==> config.mk <==
export PLATFORM = sky130hd
export DESIGN_NAME = e1_cas_rx
export DESIGN_NICKNAME = d
export VERILOG_FILES = /design/src/rtl/e1_cas_rx.sv
export SDC_FILE = /design/constraint.sdc
export NUM_CORES = 1
export LEC_CHECK = 0
export CORE_ASPECT_RATIO = 2
export CORE_MARGIN = 2
export CORE_UTILIZATION = 40
export DETAILED_ROUTE_END_ITERATION = 7
export PLACE_DENSITY = 0.53
export RECOVER_POWER = 25
export SLEW_MARGIN = 25
export SYNTH_ARGS = -nofsm -noshare
export SYNTH_HDL_FRONTEND = slang
export SYNTH_SLANG_ARGS = --single-unit
==> constraint.sdc <==
create_clock -name clk -period 7.9 [get_ports clk]
set_input_delay 1.185 -clock clk [delete_from_list [all_inputs] [get_ports clk]]
set_output_delay 1.185 -clock clk [all_outputs]
set_load 0.01 [all_outputs]
==> src/rtl/e1_cas_rx.sv <==
module e1_cas_rx #(
  parameter int SLOTS    = 32,
  parameter int SIG_SLOT = 16,
  parameter int MF_LEN   = 16,
  parameter int AIS_ZMIN = 4
) (
  input  logic       clk,
  input  logic       rst_n,
  input  logic       rx_en,
  input  logic       rx_fsync,
  input  logic       rx_bit,
  input  logic       rd_en,
  input  logic [4:0] rd_addr,
  output logic [7:0] rd_data,
  output logic       mf_lost,
  output logic       freeze,
  output logic       ts16_ais,
  output logic       rmf_alarm,
  output logic [2:0] spare,
  output logic       sig_irq
);
  localparam int FBITS = SLOTS * 8;
  localparam int PW    = $clog2(FBITS);
  localparam int FIRST = SIG_SLOT * 8;
  localparam int LAST  = FIRST + 7;
  localparam int IW    = $clog2(MF_LEN);
  localparam int ZW    = $clog2(AIS_ZMIN) + 2;

  logic [PW-1:0] pos_q, pos_cur;
  logic [6:0]    sh;
  logic [7:0]    byte_in;
  logic          tick, in_sig, mfas_ok;

  assign pos_cur = rx_fsync ? '0 : pos_q;
  assign in_sig  = (pos_cur >= PW'(FIRST)) && (pos_cur <= PW'(LAST));
  assign tick    = rx_en && (pos_cur == PW'(LAST));
  assign byte_in = {sh, rx_bit};
  assign mfas_ok = (byte_in[7:4] == 4'b0000);

  always_ff @(posedge clk or negedge rst_n) begin
    if (!rst_n) begin
      pos_q <= '0;
      sh    <= '0;
    end else if (rx_en) begin
      pos_q <= (pos_cur == PW'(FBITS - 1)) ? '0 : pos_cur + 1'b1;
      if (in_sig) sh <= {sh[5:0], rx_bit};
    end
  end

  // TS16 AIS: zero-bit count per window of MF_LEN bytes
  logic [IW-1:0] wcnt;
  logic [ZW-1:0] zacc, zsum;
  logic          low_run, win_low;

  assign zsum    = zacc + ZW'(8 - $countones(byte_in));
  assign win_low = zsum < ZW'(AIS_ZMIN);

  always_ff @(posedge clk or negedge rst_n) begin
    if (!rst_n) begin
      wcnt     <= '0;
      zacc     <= '0;
      low_run  <= 1'b0;
      ts16_ais <= 1'b0;
    end else if (tick) begin
      wcnt <= wcnt + 1'b1;
      if (wcnt == IW'(MF_LEN - 1)) begin
        zacc     <= '0;
        low_run  <= win_low;
        ts16_ais <= win_low && low_run;
      end else begin
        zacc <= win_low ? zsum : ZW'(AIS_ZMIN);
      end
    end
  end

  // multiframe alignment, freeze, register file
  logic                    aligned, bad, prev_nz, frz, chg;
  logic [IW-1:0]           fcnt;
  logic [MF_LEN-1:0][7:0]  sig;
  logic                    wr, chg_set, chg_clr;

  assign wr      = tick && aligned && !frz && ((fcnt != '0) || mfas_ok);
  assign chg_set = wr && (fcnt != '0) && (sig[fcnt] != byte_in);
  assign chg_clr = rd_en && (rd_addr == 5'(MF_LEN));

  always_ff @(posedge clk or negedge rst_n) begin
    if (!rst_n) begin
      aligned   <= 1'b0;
      bad       <= 1'b0;
      prev_nz   <= 1'b0;
      frz       <= 1'b1;
      fcnt      <= '0;
      rmf_alarm <= 1'b0;
      spare     <= '0;
    end else if (tick) begin
      prev_nz <= (byte_in != 8'h00);
      if (!aligned) begin
        if (prev_nz && mfas_ok) begin
          aligned   <= 1'b1;
          bad       <= 1'b0;
          fcnt      <= IW'(1);
          rmf_alarm <= byte_in[2];
          spare     <= {byte_in[3], byte_in[1], byte_in[0]};
        end
      end else begin
        fcnt <= fcnt + 1'b1;
        if (fcnt == '0) begin
          if (mfas_ok) begin
            bad       <= 1'b0;
            frz       <= 1'b0;
            rmf_alarm <= byte_in[2];
            spare     <= {byte_in[3], byte_in[1], byte_in[0]};
          end else if (bad) begin
            aligned <= 1'b0;
            frz     <= 1'b1;
            bad     <= 1'b0;
          end else begin
            bad <= 1'b1;
          end
        end
      end
    end
  end

  always_ff @(posedge clk or negedge rst_n) begin
    if (!rst_n) begin
      sig <= '0;
      chg <= 1'b0;
    end else begin
      if (wr) sig[fcnt] <= byte_in;
      chg <= chg_set || (chg && !chg_clr);
    end
  end

  assign mf_lost = !aligned;
  assign freeze  = frz;
  assign sig_irq = chg;

  always_comb begin
    if (rd_addr < 5'(MF_LEN))       rd_data = sig[rd_addr[IW-1:0]];
    else if (rd_addr == 5'(MF_LEN)) rd_data = {mf_lost, frz, ts16_ais, rmf_alarm, spare, chg};
    else                            rd_data = 8'h00;
  end

  AST_FREEZE_WHILE_LOST:   assert property (@(posedge clk) disable iff (!rst_n) !aligned |-> frz);
  AST_FROZEN_REGS_HOLD:    assert property (@(posedge clk) disable iff (!rst_n) frz |=> $stable(sig));
  AST_REGAIN_STAYS_FROZEN: assert property (@(posedge clk) disable iff (!rst_n) $rose(aligned) |-> frz);
  AST_IRQ_NEEDS_CHANGE:    assert property (@(posedge clk) disable iff (!rst_n) $rose(chg) |-> !$stable(sig));
  AST_ONE_BAD_KEEPS_ALIGN: assert property (@(posedge clk) disable iff (!rst_n)
                             (tick && aligned && fcnt == '0 && !mfas_ok && !bad) |=> aligned);
endmodule

After elaboration in Yosys (flattened, before gate mapping)
Cells that the tools add are included.
{"block": "totals", "register_bits": 166, "in_bits": 11, "output_inout_bits": 16}
{"block": "op_classes", "add_sub_neg": 12, "n_lt_le_gt_ge": 7, "n_eq_ne": 7, "muxes": 34, "n_reduce_logical": 29}
{"cell": "128-bit bitwise mux", "n": 1}
{"cell": "8-bit binary-select mux with 4-bit select", "n": 2}
{"cell": "8-bit two-way mux", "n": 7}
{"cell": "8-bit demux with 4-bit select", "n": 1}
{"cell": "8-bit == test, second input constant", "n": 2}
{"cell": "4-bit two-way mux", "n": 4}
{"cell": "1-bit two-way mux", "n": 15}
{"cell": "1-bit logical AND", "n": 12}
{"cell": "3-bit two-way mux", "n": 4}
{"cell": "4-bit by 5-bit less-than comparator with 1-bit output, second input constant", "n": 2}
{"cell": "1-bit by 1-bit adder with 2-bit output", "n": 4}
{"cell": "4-bit by 1-bit adder with 4-bit output, second input constant", "n": 2}
{"cell": "8-bit by 1-bit adder with 8-bit output, second input constant", "n": 1}
{"cell": "8-bit greater-or-equal comparator, second input constant", "n": 1}
{"cell": "8-bit <= comparator, second input constant", "n": 1}
{"cell": "4-bit zero test", "n": 2}
{"cell": "8-bit inequality test", "n": 1}
{"cell": "4-bit AND reduction", "n": 2}
{"cell": "8-bit nonzero test", "n": 1}
{"cell": "2-bit by 2-bit adder with 3-bit output", "n": 2}
{"cell": "2-bit AND reduction", "n": 3}
{"cell": "5-bit == test, second input constant", "n": 1}
{"cell": "5-bit less-than comparator, second input constant", "n": 1}
{"cell": "3-bit by 3-bit adder with 4-bit output", "n": 1}
{"cell": "12 further kinds", "n": 16}

Logic depth before layout (Yosys ltp)
Gate-level depths: netlist of run 1.
{"block": "logic_depth", "ltp_word": 9, "mapped_depth": 15, "depth_no_buf": 13}

Worst setup path before layout of run 1
Ideal clock, no wire load.
{"block": "synth_timing", "path_kind": "input-to-reg", "startpoint": "input port rx_bit", "endpoint": "register low_run", "setup_ps": 125, "arrival_ps": 4347, "slack_ps": 3428, "stages": 14, "cell_sequence": "clkbuf_1 -> inv_1 -> clkbuf_1 -> fa_1 -> inv_1 -> fa_1 -> fa_1 -> fa_1 -> inv_1 -> ha_1 -> xor2_1 -> xnor2_1 -> nor2_1 -> mux2_2"}
{"block": "synth_between", "elab_chain_len": 6}
{"item": "from (decl)", "line_no": "11", "rtl": "input logic rx_bit,"}
{"item": "1-bit by 1-bit adder with 2-bit output (implied by the code)", "line_no": "55", "rtl": "assign zsum = zacc + ZW'(8 - $countones(byte_in));"}
{"item": "2-bit by 2-bit adder with 3-bit output (implied by the code)", "line_no": "55"}
{"item": "3-bit by 3-bit adder with 4-bit output (implied by the code)", "line_no": "55"}
{"item": "4-bit subtractor", "line_no": "55"}
{"item": "4-bit adder", "line_no": "55"}
{"item": "4-bit by 3-bit less-than comparator with 1-bit output", "line_no": "56", "rtl": "assign win_low = zsum < ZW'(AIS_ZMIN);"}
{"item": "to (signal assigned)", "line_no": "68", "rtl": "low_run <= win_low;"}
{"item": "to (decl)", "line_no": "53", "rtl": "logic low_run, win_low;"}
No other way between the ends.
A chain may end at the register's enable or synchronous reset.

Worst setup path in the final report of run 1
{"block": "layout_timing", "startpoint": "input port rd_addr[2]", "endpoint": "output port rd_data[0]"}
{"block": "layout_between", "elab_chain_len": 3}
{"item": "from (decl)", "line_no": "13", "rtl": "input logic [4:0] rd_addr,"}
{"item": "8-bit binary-select mux with 4-bit select / 5-bit == test (equally long branches)", "line_no": "140, 141"}
{"item": "8-bit two-way mux (on tied branches)", "line_no": "140, 141"}
{"item": "8-bit two-way mux *", "line_no": "140", "rtl": "if (rd_addr < 5'(MF_LEN)) rd_data = sig[rd_addr[IW-1:0]];"}
{"item": "to (decl)", "line_no": "14", "rtl": "output logic [7:0] rd_data,"}
Mark *: on every way between the ends. The rest lies on a longest branch, timed or not. The select of a mux whose other input is x is not followed.

==> results of run 1 <==
-- logic make-up after synthesis --
| group | Yosys count | synth area share, % |
|---|---|---|
| AOI/OAI and AO/OA | 153 | 9.93 |
| xor gates and xnor gates | 20 | 1.97 |
| adders and majority gates | 16 | 2.76 |
| buffers and inverters | 76 | 3.48 |
| DFF | 166 | 46.8 |
| muxes | 136 | 24.7 |
| and+or+nand+nor | 190 | 10.4 |
-- through the flow --
step	power, mW	std cells	util (%)	worst slack, ns
2_1_floorplan	0.929	757	-	3.43
3_3_place_gp	0.968	1014	42.4	2.73
3_5_place_dp	0.971	1014	42.4	2.68
4_1_cts	1.97	1046	45.6	2.68
5_1_grt	2.02	1046	45.7	2.48
6_report	1.95	1046	45.7	2.70
-- per-layer routing --
layer / GRT usage (%) / up-vias / wire length [µm]
li1: - / 2746 / -
met1: 26.6 / 3119 / 9490
met2: 40.4 / 184 / 13800
met3: 5.25 / 72 / 1210
met4: 12.7 / 0 / 1340
met5: 0 / - / 0
-- state kept, by name (all words and copies together) (netlist names) --
name       cells
zacc           4
sh             7
sig_irq        1
spare          3
freeze         1
pos_q          8
ts16_ais       1
low_run        1
wcnt           4
aligned        1
fcnt           4
prev_nz        1
bad            1
sig          128
rmf_alarm      1
-- how the worst min path moves through the flow --
stage	end	slack, ns
after floorplan	wcnt[3]$_DFFE_PN0P_	0.44
after global placement	wcnt[3]$_DFFE_PN0P_	0.46
after detailed placement	wcnt[3]$_DFFE_PN0P_	0.46
after CTS	wcnt[3]$_DFFE_PN0P_	0.47
after global routing	wcnt[3]$_DFFE_PN0P_	0.49
final	wcnt[3]$_DFFE_PN0P_	0.47
-- layout make-up --
type                       count  area [µm²]
clock buffer                  19         453
clock inverter                13         250
fill                        1988       11900
inverter                      23        86.3
multi-input combinational    515        4420
sequential                   166        4160
tap                          276         345
timing repair buffer          34         315
-- synth_stat cells, drive strengths merged, types with 3 or more instances --
cell,n,area share (%)
a21oi,7,0.39
a221oi,6,0.59
a22o,11,1.1
a31oi,5,0.35
and2,3,0.21
buf,19,1.1
clkbuf,34,1.4
dfrtp,165,46
fa,6,1.4
ha,10,1.4
inv,22,0.93
mux2,53,6.7
mux2i,22,2.5
mux4,61,15
nand2,125,5.4
nand2b,3,0.21
nand3,15,0.99
nand4,6,0.42
nor2,11,0.65
nor2b,9,0.63
nor3,5,0.46
nor4,4,0.45
o21ai,106,6.0
o22ai,4,0.28
o2bb2ai,4,0.39
o31ai,6,0.51
xnor2,18,1.8
-- where the power goes --
group,internal (mW),switching (mW),total [mW]
Combinational,0.0299,0.0607,0.0906
Clock,0.640,0.355,0.995
Sequential,0.854,0.00837,0.863
Total,1.52,0.425,1.95
==> results.toml, run 1 <==
[status]
status = "finished clean"

[run]
cap_violations = 0

[detailed_routing]
drt-initial-drc-count = 369
ant_nets = 0
routed_wl_mm = 25.8
firstDrtPassIters = 5
vias = 6121
wire_per_inst_um = 24.7
via_per_inst = 5.85
drc_errors = 0

[sta]
fin_setup_tns_ns = 0
hold_slack_ns = 0.473
slew_headroom_pct = 30.8
finClkSkew_ns = 0.00837
slew_violations = 0
worst_pin_slew_ns = 1.03
finalHoldViolCount = 0
rsz0062_at_grt = "false"
setup_violations = 0
period_minus_slack_ns = 5.20
fin_crit_sh_pct = 65.8
max_clock_freq_mhz = 192

[global_routing]
groute.usage.overall_pct = 23.6
grt_max_degree = 95
grt_pass1_vias = 6674
grt_overflow_total = 0
antenna_found_initial = 0
grt_pass1_wl_mm = 39.6

[worst_hold_path]
hold_path.class = "reg -> reg"
hp-start = "wcnt[3]$_DFFE_PN0P_"
hold_depth = 1

[setup_path]
r2r-end = "low_run$_DFFE_PN0P_"
critical_path_depth = 5
path_common_cell = "clkdlybuf4s50_1"
start_kind = "input pin"
end_kind = "output port"
path_cells = "clkdlybuf4s50_1 -> or4_1 -> nor2_1 -> a22o_1 -> clkdlybuf4s50_1"
cpMaxStageDelayCell = "clkdlybuf4s50_1"
cp-endpoint = "rd_data[0]"
critical_path_class = "in -> out"
slowest_delay_ns = 0.79
reg2reg_slack_ns = 3.81
worstPathRequired_ns = 6.71
reg2reg_from = "sh[2]$_DFFE_PN0P_"
crit_arrival_ns = 4.01
critPathBufInv = 2
ff2ff_path_depth = 12
crit_path_start = "rd_addr[2]"
crit_fanout = 9
critical_path.top_delay_family = "buffers and inverters"

[layout]
n_antenna_cell = 0
final_cell_mix = "164 x dfrtp_1, 122 x nand2_1, 104 x o21ai_0"
area_growth_syn_to_layout_pct = 12.9
fin_nets = 784
fin_area_um2 = 10000
drive_gt1_share_pct = 21.8
final_common_cell = "dfrtp_1"

[clock_network]
clk_path_buf_depth = 2
htreeDepth = 4
hold_buffers = 0
clock-root-buffer = "clkbuf_16"
cts_tree = "built"
post_cts_buffers = 0
ctsResizeCount = 0
clk_pin_slew_ns = 0.06
cts_sinks = 166
cts_buffers = 17
clock_latency_ns = 0.45

[placed_design]
io_buffers = 26
placed_cell_area_um2 = 9320
place_hpwl_mm = 17.8
gp_congestion = 0.861

[yosys]
synth-edff-count = 0
syn_inst = 757
seq_area_frac_synth_pct = 46.8
ys_types = 52
synth_async_sr_flop_share_pct = 100
synth_seq_cells = 166
syn_nets = 784
synth-main-ff-cell = "dfrtp_1"
synth.avg_cell_area_um2 = 11.7
yosys_warnings = 0
syn_area_um2 = 8890

[floorplanning]
initial_core_util_pct = 40.5
fp.dieArea_um2 = 23500
io_pins = 27
fp-row-count = 77
coreArea_um2 = 22000
die_h_um = 215
fp.dieW_um = 109

[power_and_ir_drop]
max-vdd-ir-drop_uv = 131
leakagePower_nw = 4.28
power_density_nw_per_um2 = 194
Note: power is estimated with default switching activity, not from simulation.
==> run 2, diff against run 1 <==
==> constraint.sdc (replaced) <==
create_clock -name clk -period 5.3 [get_ports clk]
set_input_delay 0.795 -clock clk [delete_from_list [all_inputs] [get_ports clk]]
set_output_delay 0.795 -clock clk [all_outputs]
set_load 0.01 [all_outputs]
==> run 2 against run 1 <==
Effect of this change: the flow now finishes with violations (capacitance limit, slew limit); critical path depth is 1 higher; largest cell class unchanged; sequential power is 49% higher; total power is 37% higher; register-to-register slack worse by 2.5 ns; setup slack worse by 1.7 ns; utilization is 0.26 points lower; sequential cell count stayed put.
==> results.toml, run 2 (synthesis gave the netlist of run 1 again) <==
[sta]
setup_violations = 0
rsz0062_at_grt = "false"
period_minus_slack_ns = 4.27
slew_violations = 92
finalHoldViolCount = 0
fin_setup_tns_ns = 0
fin_crit_sh_pct = 80.5
worst_pin_slew_ns = 2.38
setup_ws_ns = 1.03
max_clock_freq_mhz = 234
finClkSkew_ns = 0.00683
hold_slack_ns = 0.368
slew_headroom_pct = -58.6

[layout]
area_growth_syn_to_layout_pct = 12.2
top_register = "sig"
nFillCells = 2041
drive_gt1_share_pct = 22.5
largestRegisters = "sig: 128 flops, pos_q: 8 flops, sh: 7 flops"
stdcell_count = 1055
final_util_pct = 45.4
fin_nets = 795
n_antenna_cell = 0
final_common_cell = "dfrtp_1"
fin_area_um2 = 9970
final_cell_mix = "163 x dfrtp_1, 122 x nand2_1, 104 x o21ai_0"
largest_reg_flops = 128

[power_and_ir_drop]
clkPwrFrac_pct = 46.6
sw_frac_of_total_pct = 23.2
max-vdd-ir-drop_uv = 229
leakagePower_nw = 4.27
power_mw = 2.67
combPwrFrac_pct = 5.3
switching_power_mw = 0.619
power_density_nw_per_um2 = 268
internal-power_mw = 2.05
seq_power_share_pct = 48.2

[placed_design]
place_hpwl_mm = 18.0
place_ws_ns = 0.629
gp_congestion = 0.841
io_buffers = 26
placed_cell_area_um2 = 9420
placedCellCount = 1025

[floorplanning]
fp.dieW_um = 109
io_pins = 27
coreArea_um2 = 22000
fp-row-count = 77
initial_core_util_pct = 40.5
die_h_um = 215
fp.dieArea_um2 = 23500

[clock_network]
clock-root-buffer = "clkbuf_16"
ctsResizeCount = 0
post_cts_buffers = 0
htreeDepth = 4
clk_pin_slew_ns = 0.06
cts_buffers = 17
cts_tree = "built"
cts_sinks = 166
clk_path_buf_depth = 2
clock_latency_ns = 0.45
hold_buffers = 0

[run]
cap_violations = 1

[setup_path]
reg2reg_slack_ns = 1.30
crit_arrival_ns = 3.47
worstPathRequired_ns = 4.51
critical_path_class = "in -> out"
crit_fanout = 17
start_kind = "input pin"
end_kind = "output port"

[global_routing]
grt_max_degree = 92
antenna_found_initial = 0
grt_pass1_wl_mm = 40.3
grt_pass1_vias = 6582
groute.usage.overall_pct = 23.9
grt_overflow_total = 0

[detailed_routing]
drt-initial-drc-count = 490
drc_errors = 0
ant_nets = 0
firstDrtPassIters = 5
via_per_inst = 5.86
routed_wl_mm = 25.7
vias = 6178
wire_per_inst_um = 24.3

[status]
violations = "capacitance limit, slew limit"
status = "complete, but fails checks"

[worst_hold_path]
hold_path.class = "in -> async"
[run 2: changes by cell type in the layout (fill, tap and decap cells not counted), sizes merged]
cell / change
clkinvlp: -1
bufinv: -4
clkinv: +2
buf: +10
clkbuf: +2
[run 2: layout make-up]
cell class | instances | area (µm²) | share of cell area, %
timing repair buffer | 45 | 392 | 3.93
sequential | 166 | 4160 | 41.7
inverter | 23 | 86.3 | 0.866
clock inverter | 10 | 133 | 1.33
clock buffer | 20 | 437 | 4.38
tap | 276 | 345 | 3.46
multi-input combinational | 515 | 4420 | 44.3
[run 2: power by group through the flow]
stage,registers [mW],clock network [mW],logic (mW)
3_3_place_gp,1.31,0,0.140
2_1_floorplan,1.30,0,0.0841
4_1_cts,1.29,1.27,0.146
5_1_grt,1.29,1.32,0.159
6_report,1.29,1.24,0.141
3_5_place_dp,1.31,0,0.144
[run 2: routing by layer]
layer	track usage [%]	part of all wire (%)	vias to the layer above
li1	-	-	2772
met1	28.5	38	3175
met2	40.7	53	174
met3	4.73	4.1	57
met4	10.6	4.5	0
met5	0	0	-
[run 2: worst paths after layout]
check / from / depth (start not counted) / to
max: rd_addr[0] / 6 / rd_data[0]
min in group clk: wcnt[3]$_DFFE_PN0P_ / 1 / wcnt[3]$_DFFE_PN0P_
max reg2reg: sh[3]$_DFFE_PN0P_ / 12 / low_run$_DFFE_PN0P_
max in group asynchronous: rst_n / 2 / fcnt[0]$_DFFE_PN0P_
min reg2reg: wcnt[3]$_DFFE_PN0P_ / 1 / wcnt[3]$_DFFE_PN0P_
min: rst_n / 1 / wcnt[0]$_DFFE_PN0P_
[run 2: critical path, cell delays in order]
cell and delay (ns):
buf_2 0.48, buf_4 0.44, mux4_2 0.55, mux4_2 0.48, a22o_1 0.21, clkdlybuf4s50_1 0.48
==> run 3, diff against run 2 <==
==> constraint.sdc (replaced) <==
create_clock -name clk -period 4.23 [get_ports clk]
set_input_delay 0.6345 -clock clk [delete_from_list [all_inputs] [get_ports clk]]
set_output_delay 0.6345 -clock clk [all_outputs]
set_load 0.01 [all_outputs]
==> run 3 against run 2 <==
Effect of this change: the run still ends with capacitance limit, slew limit left; sequential power increased by 24%; first-iteration DRC count decreased by 18%; clock-buffer cell count decreased by 2; critical path depth decreased by 1; register-to-register slack got worse by 0.67 ns; critical endpoint is now rd_data[5].
==> results.toml, run 3 (synthesis gave the netlist of run 1 again) <==
[status]
status = "complete, but fails checks"
violations = "capacitance limit, slew limit"

[sta]
slew_headroom_pct = -86.2
rsz0062_at_grt = "false"
hold_slack_ns = 0.469
fin_setup_tns_ns = 0
slew_violations = 104
worst_pin_slew_ns = 2.79
finClkSkew_ns = 0.00834
fin_crit_sh_pct = 87.2
finalHoldViolCount = 0
setup_violations = 0
period_minus_slack_ns = 3.69
max_clock_freq_mhz = 271

[clock_network]
cts_tree = "built"
hold_buffers = 0
ctsResizeCount = 0
clk_path_buf_depth = 2
cts_buffers = 17
clk_pin_slew_ns = 0.06
clock-root-buffer = "clkbuf_16"
cts_sinks = 166
clock_latency_ns = 0.45
post_cts_buffers = 0
htreeDepth = 4

[setup_path]
crit_path_start = "rd_addr[1]"
reg2reg_from = "sh[0]$_DFFE_PN0P_"
crit_arrival_ns = 3.05
critical_path_class = "in -> out"
start_kind = "input pin"
cp-endpoint = "rd_data[5]"
reg2reg_slack_ns = 0.63
r2r-end = "low_run$_DFFE_PN0P_"
crit_fanout = 33
end_kind = "output port"
ff2ff_path_depth = 12
worstPathRequired_ns = 3.60

[global_routing]
groute.usage.overall_pct = 24.3
grt_pass1_wl_mm = 41.0
grt_pass1_vias = 6687
grt_max_degree = 105
antenna_found_initial = 0
grt_overflow_total = 0

[floorplanning]
coreArea_um2 = 22000
io_pins = 27
fp.dieW_um = 109
fp-row-count = 77
die_h_um = 215
initial_core_util_pct = 40.5
fp.dieArea_um2 = 23500

[power_and_ir_drop]
power_density_nw_per_um2 = 334
seq_power_share_pct = 47.2
sw_frac_of_total_pct = 23.5
switching_power_mw = 0.801
combPwrFrac_pct = 5.8
leakagePower_nw = 4.39
max-vdd-ir-drop_uv = 258
clkPwrFrac_pct = 47.0
internal-power_mw = 2.60

[run]
cap_violations = 1

[detailed_routing]
wire_per_inst_um = 24.5
ant_nets = 0
firstDrtPassIters = 5
via_per_inst = 5.80
vias = 6250
drc_errors = 0
drt-initial-drc-count = 401
routed_wl_mm = 26.4

[worst_hold_path]
hold_depth = 1
hold_path.class = "reg -> reg"
hp-start = "wcnt[3]$_DFFE_PN0P_"

[layout]
top_register = "sig"
final_common_cell = "dfrtp_1"
largest_reg_flops = 128
final_cell_mix = "164 x dfrtp_1, 122 x nand2_1, 104 x o21ai_0"
area_growth_syn_to_layout_pct = 14.5
n_antenna_cell = 0
fin_nets = 816
final_util_pct = 46.3
drive_gt1_share_pct = 24.9
nFillCells = 1995
largestRegisters = "sig: 128 flops, pos_q: 8 flops, sh: 7 flops"

[placed_design]
place_hpwl_mm = 18.5
io_buffers = 26
gp_congestion = 0.846
-- run 3: cell count changes in the layout (fill, tap and decap cells not counted) --
cell / change
dfrtp_1: +1
buf_12: +2
buf_4: +20
buf_6: -1
dfrtp_2: -1
clkbuf_8: +1
clkinv_2: +2
clkbuf_1: -3
clkinv_4: +1
clkinvlp_4: +1
-- run 3: worst min path at each step --
stage                           to  slack, ns
5_1_grt        wcnt[3]$_DFFE_PN0P_       0.52
6_report       wcnt[3]$_DFFE_PN0P_       0.47
3_3_place_gp   wcnt[3]$_DFFE_PN0P_       0.46
4_1_cts        sig[72]$_DFFE_PN0P_       0.38
3_5_place_dp   wcnt[3]$_DFFE_PN0P_       0.46
2_1_floorplan  aligned$_DFFE_PN0P_       0.34
-- run 3: critical path, cell delays in order --
cell and delay [ns]:
buf_2 0.70, mux4_2 0.43, mux4_2 0.52, a22o_1 0.24, clkdlybuf4s50_1 0.49
-- run 3: stage by stage --
step	setup WS, ns	std cells	power [mW]	cell area (µm²)
after floorplan	0.309	757	1.74	8890
after detailed placement	0.103	1046	1.84	9590
after global placement	0.144	1046	1.83	9590
after CTS	0.553	1078	3.44	10200
after global routing	0.329	1078	3.52	10200
final	0.542	1078	3.40	10200
-- run 3: area by class of cell --
class | count | area, µm² | area share (%)
multi-input cells | 515 | 4420 | 43.4
inverters | 23 | 86.3 | 0.848
clock inverters | 14 | 159 | 1.56
clock buffers | 18 | 439 | 4.31
repair buffers | 66 | 571 | 5.61
flip-flops and latches | 166 | 4160 | 40.8
well taps | 276 | 345 | 3.39
-- run 3: per-layer routing --
metal / global-route usage (%) / up-vias / part of all wire (%)
met1: 27.9 / 3191 / 37
met4: 11.4 / 0 / 4.3
li1: - / 2821 / -
met5: 0 / - / 0
met2: 42.6 / 181 / 55
met3: 4.19 / 57 / 3.8
-- run 3: power groups by stage --
stage	Combinational [mW]	Clock (mW)	Sequential [mW]
after detailed placement	0.201	0	1.63
after global routing	0.220	1.70	1.61
after CTS	0.202	1.63	1.60
final	0.196	1.60	1.60
after global placement	0.195	0	1.63
after floorplan	0.105	0	1.63
